<file path="src/rtl/booth_pkg.sv">
package booth_pkg;

    typedef enum logic [1:0] {
        ST_IDLE  = 2'd0,
        ST_EXAM  = 2'd1,
        ST_SHIFT = 2'd2,
        ST_DONE  = 2'd3
    } booth_state_t;

    // Value of each action equals the pair code that selects it
    typedef enum logic [1:0] {
        OP_NONE = 2'd0,
        OP_ADD  = 2'd1,
        OP_SUB  = 2'd2
    } booth_op_t;

endpackage

</file>
<file path="src/rtl/booth_recoder.sv">
module booth_recoder
    import booth_pkg::*;
(
    input  logic [1:0] pair,
    output booth_op_t  op
);

    // pair = {current multiplier bit, previous multiplier bit}
    always_comb begin
        unique case (pair)
            2'b01:   op = OP_ADD;   // run of ones has ended
            2'b10:   op = OP_SUB;   // run of ones begins
            default: op = OP_NONE;  // inside a run of zeros or ones
        endcase
    end

endmodule

</file>
<file path="src/rtl/booth_ctrl.sv">
module booth_ctrl
    import booth_pkg::*;
#(
    parameter int WORD_W = 4
) (
    input  logic      clk,
    input  logic      rst,
    input  logic      start,
    input  booth_op_t op,
    output logic      load,
    output logic      shift,
    output logic      add,
    output logic      sub,
    output logic      ready
);

    localparam int IDX_W = (WORD_W > 2) ? $clog2(WORD_W) : 1;
    localparam logic [IDX_W-1:0] LAST_IDX = IDX_W'(WORD_W - 1);

    booth_state_t     state;
    booth_state_t     state_nx;
    logic [IDX_W-1:0] idx;
    logic             last;

    assign last = (idx == LAST_IDX);

    // State register
    always_ff @(posedge clk or posedge rst) begin
        if (rst) begin
            state <= ST_IDLE;
        end else begin
            state <= state_nx;
        end
    end

    // Index of the bit pair under examination
    always_ff @(posedge clk or posedge rst) begin
        if (rst) begin
            idx <= '0;
        end else if (load) begin
            idx <= '0;
        end else if (shift) begin
            idx <= idx + IDX_W'(1);
        end
    end

    // Next state and control outputs
    always_comb begin
        state_nx = state;
        load     = 1'b0;
        shift    = 1'b0;
        add      = 1'b0;
        sub      = 1'b0;
        unique case (state)
            ST_IDLE, ST_DONE: begin
                if (start) begin
                    load     = 1'b1;
                    state_nx = ST_EXAM;
                end
            end
            ST_EXAM: begin
                unique case (op)
                    OP_ADD: begin
                        add      = 1'b1;
                        state_nx = last ? ST_DONE : ST_SHIFT;
                    end
                    OP_SUB: begin
                        sub      = 1'b1;
                        state_nx = last ? ST_DONE : ST_SHIFT;
                    end
                    default: begin
                        if (last) begin
                            state_nx = ST_DONE;
                        end else begin
                            shift    = 1'b1;
                            state_nx = ST_EXAM;
                        end
                    end
                endcase
            end
            ST_SHIFT: begin
                shift    = 1'b1;
                state_nx = ST_EXAM;
            end
            default: state_nx = ST_IDLE;
        endcase
    end

    assign ready = ((state == ST_IDLE) && !rst) || (state == ST_DONE);

    p_ctrl_onehot_r3: assert property (@(posedge clk) disable iff (rst)
        $onehot0({load, shift, add, sub}));

    p_op_then_shift_r4: assert property (@(posedge clk) disable iff (rst)
        ((add || sub) && !last) |=> (shift && state == ST_SHIFT));

    p_op_last_done_r4: assert property (@(posedge clk) disable iff (rst)
        ((add || sub) && last) |=> (state == ST_DONE));

    p_load_busy_r6: assert property (@(posedge clk) disable iff (rst)
        load |=> !ready);

endmodule

</file>
<file path="src/rtl/booth_datapath.sv">
module booth_datapath #(
    parameter int WORD_W = 4
) (
    input  logic                  clk,
    input  logic                  rst,
    input  logic [WORD_W-1:0]     word_a,
    input  logic [WORD_W-1:0]     word_b,
    input  logic                  load,
    input  logic                  shift,
    input  logic                  add,
    input  logic                  sub,
    output logic [1:0]            pair,
    output logic [2*WORD_W-1:0]   product
);

    localparam int PROD_W = 2 * WORD_W;

    logic [PROD_W-1:0] mcand;
    logic [WORD_W-1:0] mplr;
    logic              prev_bit;

    assign pair = {mplr[0], prev_bit};

    always_ff @(posedge clk or posedge rst) begin
        if (rst) begin
            mcand    <= '0;
            mplr     <= '0;
            prev_bit <= 1'b0;
            product  <= '0;
        end else if (load) begin
            mcand    <= {{WORD_W{word_a[WORD_W-1]}}, word_a};
            mplr     <= word_b;
            prev_bit <= 1'b0;
            product  <= '0;
        end else if (shift) begin
            prev_bit <= mplr[0];
            mplr     <= mplr >> 1;
            mcand    <= mcand << 1;
        end else if (add) begin
            product  <= product + mcand;
        end else if (sub) begin
            product  <= product - mcand;
        end
    end

    p_load_clears_r2: assert property (@(posedge clk) disable iff (rst)
        load |=> (product == '0 && prev_bit == 1'b0));

    p_sub_on_begin_r3: assert property (@(posedge clk) disable iff (rst)
        sub |-> (pair == 2'b10));

    p_add_on_end_r3: assert property (@(posedge clk) disable iff (rst)
        add |-> (pair == 2'b01));

    p_sum_hold_r9: assert property (@(posedge clk) disable iff (rst)
        !(load || add || sub) |=> $stable(product));

endmodule

</file>
<file path="src/rtl/booth_seq_mult.sv">
module booth_seq_mult
    import booth_pkg::*;
#(
    parameter int WORD_W = 4
) (
    input  logic                clk,
    input  logic                rst,
    input  logic                start,
    input  logic [WORD_W-1:0]   word_a,
    input  logic [WORD_W-1:0]   word_b,
    output logic                ready,
    output logic [2*WORD_W-1:0] product
);

    logic      load;
    logic      shift;
    logic      add;
    logic      sub;
    logic [1:0] pair;
    booth_op_t op;

    booth_recoder u_recoder (
        .pair (pair),
        .op   (op)
    );

    booth_ctrl #(.WORD_W(WORD_W)) u_ctrl (
        .clk   (clk),
        .rst   (rst),
        .start (start),
        .op    (op),
        .load  (load),
        .shift (shift),
        .add   (add),
        .sub   (sub),
        .ready (ready)
    );

    booth_datapath #(.WORD_W(WORD_W)) u_dp (
        .clk     (clk),
        .rst     (rst),
        .word_a  (word_a),
        .word_b  (word_b),
        .load    (load),
        .shift   (shift),
        .add     (add),
        .sub     (sub),
        .pair    (pair),
        .product (product)
    );

    p_ready_hold_r9: assert property (@(posedge clk) disable iff (rst)
        (ready && !start) |=> (ready && $stable(product)));

    p_restart_r8: assert property (@(posedge clk) disable iff (rst)
        (ready && start) |=> (!ready && product == '0));

endmodule

</file>
<file path="config.mk">
export PLATFORM = sky130hd
export DESIGN_NAME = booth_seq_mult
export DESIGN_NICKNAME = d
export VERILOG_FILES = /design/src/rtl/booth_pkg.sv /design/src/rtl/booth_recoder.sv /design/src/rtl/booth_ctrl.sv /design/src/rtl/booth_datapath.sv /design/src/rtl/booth_seq_mult.sv
export SDC_FILE = /design/constraint.sdc
export NUM_CORES = 1
export LEC_CHECK = 0
export ABC_AREA = 1
export BUFFER_PORTS_ARGS = -buffer_cell sky130_fd_sc_hd__buf_2
export CAP_MARGIN = 5
export CELL_PAD_IN_SITES_DETAIL_PLACEMENT = 1
export CELL_PAD_IN_SITES_GLOBAL_PLACEMENT = 2
export CORE_ASPECT_RATIO = 1.25
export CORE_MARGIN = 2
export CORE_UTILIZATION = 34
export CTS_CLUSTER_SIZE = 30
export DETAILED_ROUTE_END_ITERATION = 8
export GPL_TIMING_DRIVEN = 0
export PLACE_DENSITY = 0.77
export SETUP_SLACK_MARGIN = 0.05
export SLEW_MARGIN = 20
export SYNTH_ARGS = -nofsm -noshare
export SYNTH_HDL_FRONTEND = slang
export SYNTH_SLANG_ARGS = --single-unit
</file>
<file path="constraint.sdc">
create_clock -name clk -period 2.7 [get_ports clk]
set_input_delay 0.405 -clock clk [delete_from_list [all_inputs] [get_ports clk]]
set_output_delay 0.405 -clock clk [all_outputs]
set_load 0.02 [all_outputs]
</file>
==> flow_metrics.tcl <==
set metrics [dict create \
    status "finished clean" \
    io_buffer_count 19 \
    cts_root_buffer "clkbuf_8" \
    max_stage_delay_ns 0.41 \
    first_pass_iters 4 \
    worstPathCellList "inv_1, ha_2, nand2_2, nand2_2, nand2_1, xor2_1, ha_1, nand2_1, or2_2, nand3_1, nand2_1, nand3_1, nand2_1" \
    clock-sinks 25 \
    synthTopCellsByArea "dfrtp_1, nand2_1, ha_1, inv_1, nand3_1" \
    cap_viol_max_count 0 \
    final.min_clock_period_ns 2.36 \
    multi_input_area_sq_um 883 \
    register_area_sq_um 626 \
    nets 260 \
    syn_area_sq_mm 0.00164 \
    wl_per_cell_microns 13.0 \
    cp_num_buf_inv 1 \
    syn_area_per_cell_sq_um 7.86 \
    num_io_pins 20 \
    hp-class "primary input to asynchronous set/reset pin" \
    synth_top_cell_by_area "dfrtp_1" \
    timing.fmax_mhz 423 \
    hold_viol_final 0 \
    grt_pass1_wl_mm 6.51 \
    slew_headroom_pct 33.9 \
    cp_top_family "simple AND/OR/NAND/NOR gates" \
    timing.final.max_slew_violations 0 \
    synth_xor_xnor_area_share_pct 4.80 \
    clock_path_buffers 2 \
    vias_per_cell 4.76 \
    synth_top_family_by_area "simple AND/OR/NAND/NOR gates" \
    cp_common_cell "nand2_1" \
    syn_nets 236 \
    period_share_pct 87.5 \
    fin_skew_ns 0.00269 \
    syn_to_final_growth_pct 13.6 \
    vias 1390 \
    drive_above_1_share_pct 17.7 \
    synth_compound_area_share_pct 9.67 \
    dp_hpwl_mm 2.97 \
    die_h_microns 81.7 \
    clock_latency_ns 0.28 \
    ant_nets 0 \
    tightest_slew_ns 0.985 \
    rrSetupSlack_ns 0.34 \
    overflow 0 \
    std_cell_rows 28 \
    clk_pin_slew_ns 0.10 \
    nFillCells 611 \
    cp-end-kind "flip-flop" \
    drc 0 \
    die-area_sq_mm 0.00541 \
    startpoint "u_ctrl.state[1]" \
    die_w_microns 66.2 \
    synth_cell_types 27 \
    synthSimpleGateAreaFrac_pct 26.4 \
    drtIter0Drc 63 \
    crit_path_top_delay_cell "dfrtp_1" \
    synthCells 209 \
    insertedDiodeCount 0 \
    first_global_vias 1485 \
    finalSetupViolations 0 \
    cts_buffers 3 \
    cts_tree "yes" \
    r2r_start "u_ctrl.state[1]" \
    postCtsHoldBufs 0 \
    yosysWarnings 0 \
    routabilityCongestion 0.764 \
    holdWs_ns 0.218 \
    synth_fa_ha_area_share_pct 12.6 \
    cp.required_ns 2.88 \
    yosysSeqAreaShare_pct 38.1 \
    synth_seq_cells 25 \
    initial_core_util_pct 35.0 \
    grt_max_degree 27 \
    antenna_found_initial 0 \
    grt_use_total_pct 15.7 \
    cts_setup_buffers 0 \
    core_area_sq_mm 0.00469 \
    routed_wl_mm 3.78 \
    arrival_ns 2.54 \
    synthMuxAreaShare_pct 0 \
    setup_tns_ns 0 \
    start_kind "flip-flop" \
    critPathMaxFanout 8 \
    cts_max_level 1 \
    crit_type "flip-flop to flip-flop" \
    rsz0062_at_grt "false" \
    synth_top_cell_area_share_pct 38.1 \
]
==> synth_stat cells (all sizes together) <==
cell type and instances:
dfrtp 25, a21o 1, xor2 6, o31ai 1, o22ai 2, nor3 1
nor2 7, o21ai 9, xnor2 3, or2 2, fa 1, buf 1
nand2 70, a21oi 6, nand3 15, o211ai 7, ha 15, nand4 3
inv 34
==> cell usage in the layout (no fill, tap or decap), types with 3 or more instances in the layout <==
master	n
dfrtp_1	25
xor2_1	6
buf_2	19
o211ai_1	7
xnor2_1	3
nand3_1	13
inv_1	28
nand2_2	3
o21ai_0	8
ha_1	14
a21oi_1	5
nand4_1	3
clkbuf_8	3
inv_2	5
nor2_1	5
nand2_1	66
==> worst reg2reg max path: stages, from the launching register on <==
cell     delay (ns)
dfrtp_1        0.41
inv_1          0.10
ha_2           0.25
nand2_2        0.15
nand2_2        0.15
nand2_1        0.07
xor2_1         0.15
ha_1           0.37
nand2_1        0.08
or2_2          0.31
nand3_1        0.07
nand2_1        0.05
nand3_1        0.07
nand2_1        0.05
==> layer usage <==
metal	vias to the layer above	GRT usage, %	routed length [microns]
li1	711	-	-
met4	0	4.29	37
met2	16	29.7	1960
met3	4	2.47	86
met1	659	18.1	1700
met5	-	0	0
==> metrics by stage <==
stage | cell area [sq um] | std cells | setup slack [ns] | util, %
floorplan | 1640 | 209 | 0.498 | -
global placement | 1810 | 288 | 0.122 | 38.6
detailed placement | 1810 | 288 | 0.144 | 38.6
CTS | 1860 | 292 | 0.134 | 39.7
global route | 1870 | 292 | 0.0944 | 39.8
finish | 1870 | 292 | 0.336 | 39.8
==> registers in the layout, summed over array words and instances, names as in the netlist <==
| register | cells |
|---|---|
| u_ctrl.idx | 2 |
| u_ctrl.state | 2 |
| u_dp.mcand | 8 |
| u_dp.mplr | 4 |
| u_dp.prev_bit | 1 |
| u_dp.product | 8 |
==> final timing paths <==
path | depth (start not counted) | endpoint
hold reg to reg | 2 | u_dp.mplr[3]
setup reg to reg | 13 | u_dp.product[6]
max in group asynchronous | 2 | u_dp.mcand[3]
min in group clk | 3 | u_dp.mplr[3]
hold / removal | 2 | u_dp.mcand[7]
setup / recovery | 13 | u_dp.product[6]
==> cells by family after synthesis <==
| group | after synthesis |
|---|---|
| AO/OA/AOI/OAI | 26 |
| XOR/XNOR | 9 |
| adder cells (fa/ha/maj) | 16 |
| buffers and inverters | 35 |
| flip-flops | 25 |
| AND/OR/NAND/NOR | 98 |
==> area by class of cell <==
cell class,instances,area share [%]
repair buffers,19,5.09
plain buffers,1,0.603
multi-input cells,149,47.3
flip-flops and latches,25,33.5
clock inverters,1,0.402
clock buffers,3,2.21
inverters,34,6.84
well taps,60,4.02
==> what timing repair did <==
| item | CTS | global route |
|---|---|---|
| resized for setup | 0 | 2 |
| endpoints found under the hold margin | 0 | 0 |
| setup endpoints to repair | 0 | 3 |
Power is left out: the tool's default activity adds up to more than one toggle a clock period on the data nets, which glitch-free logic cannot reach.
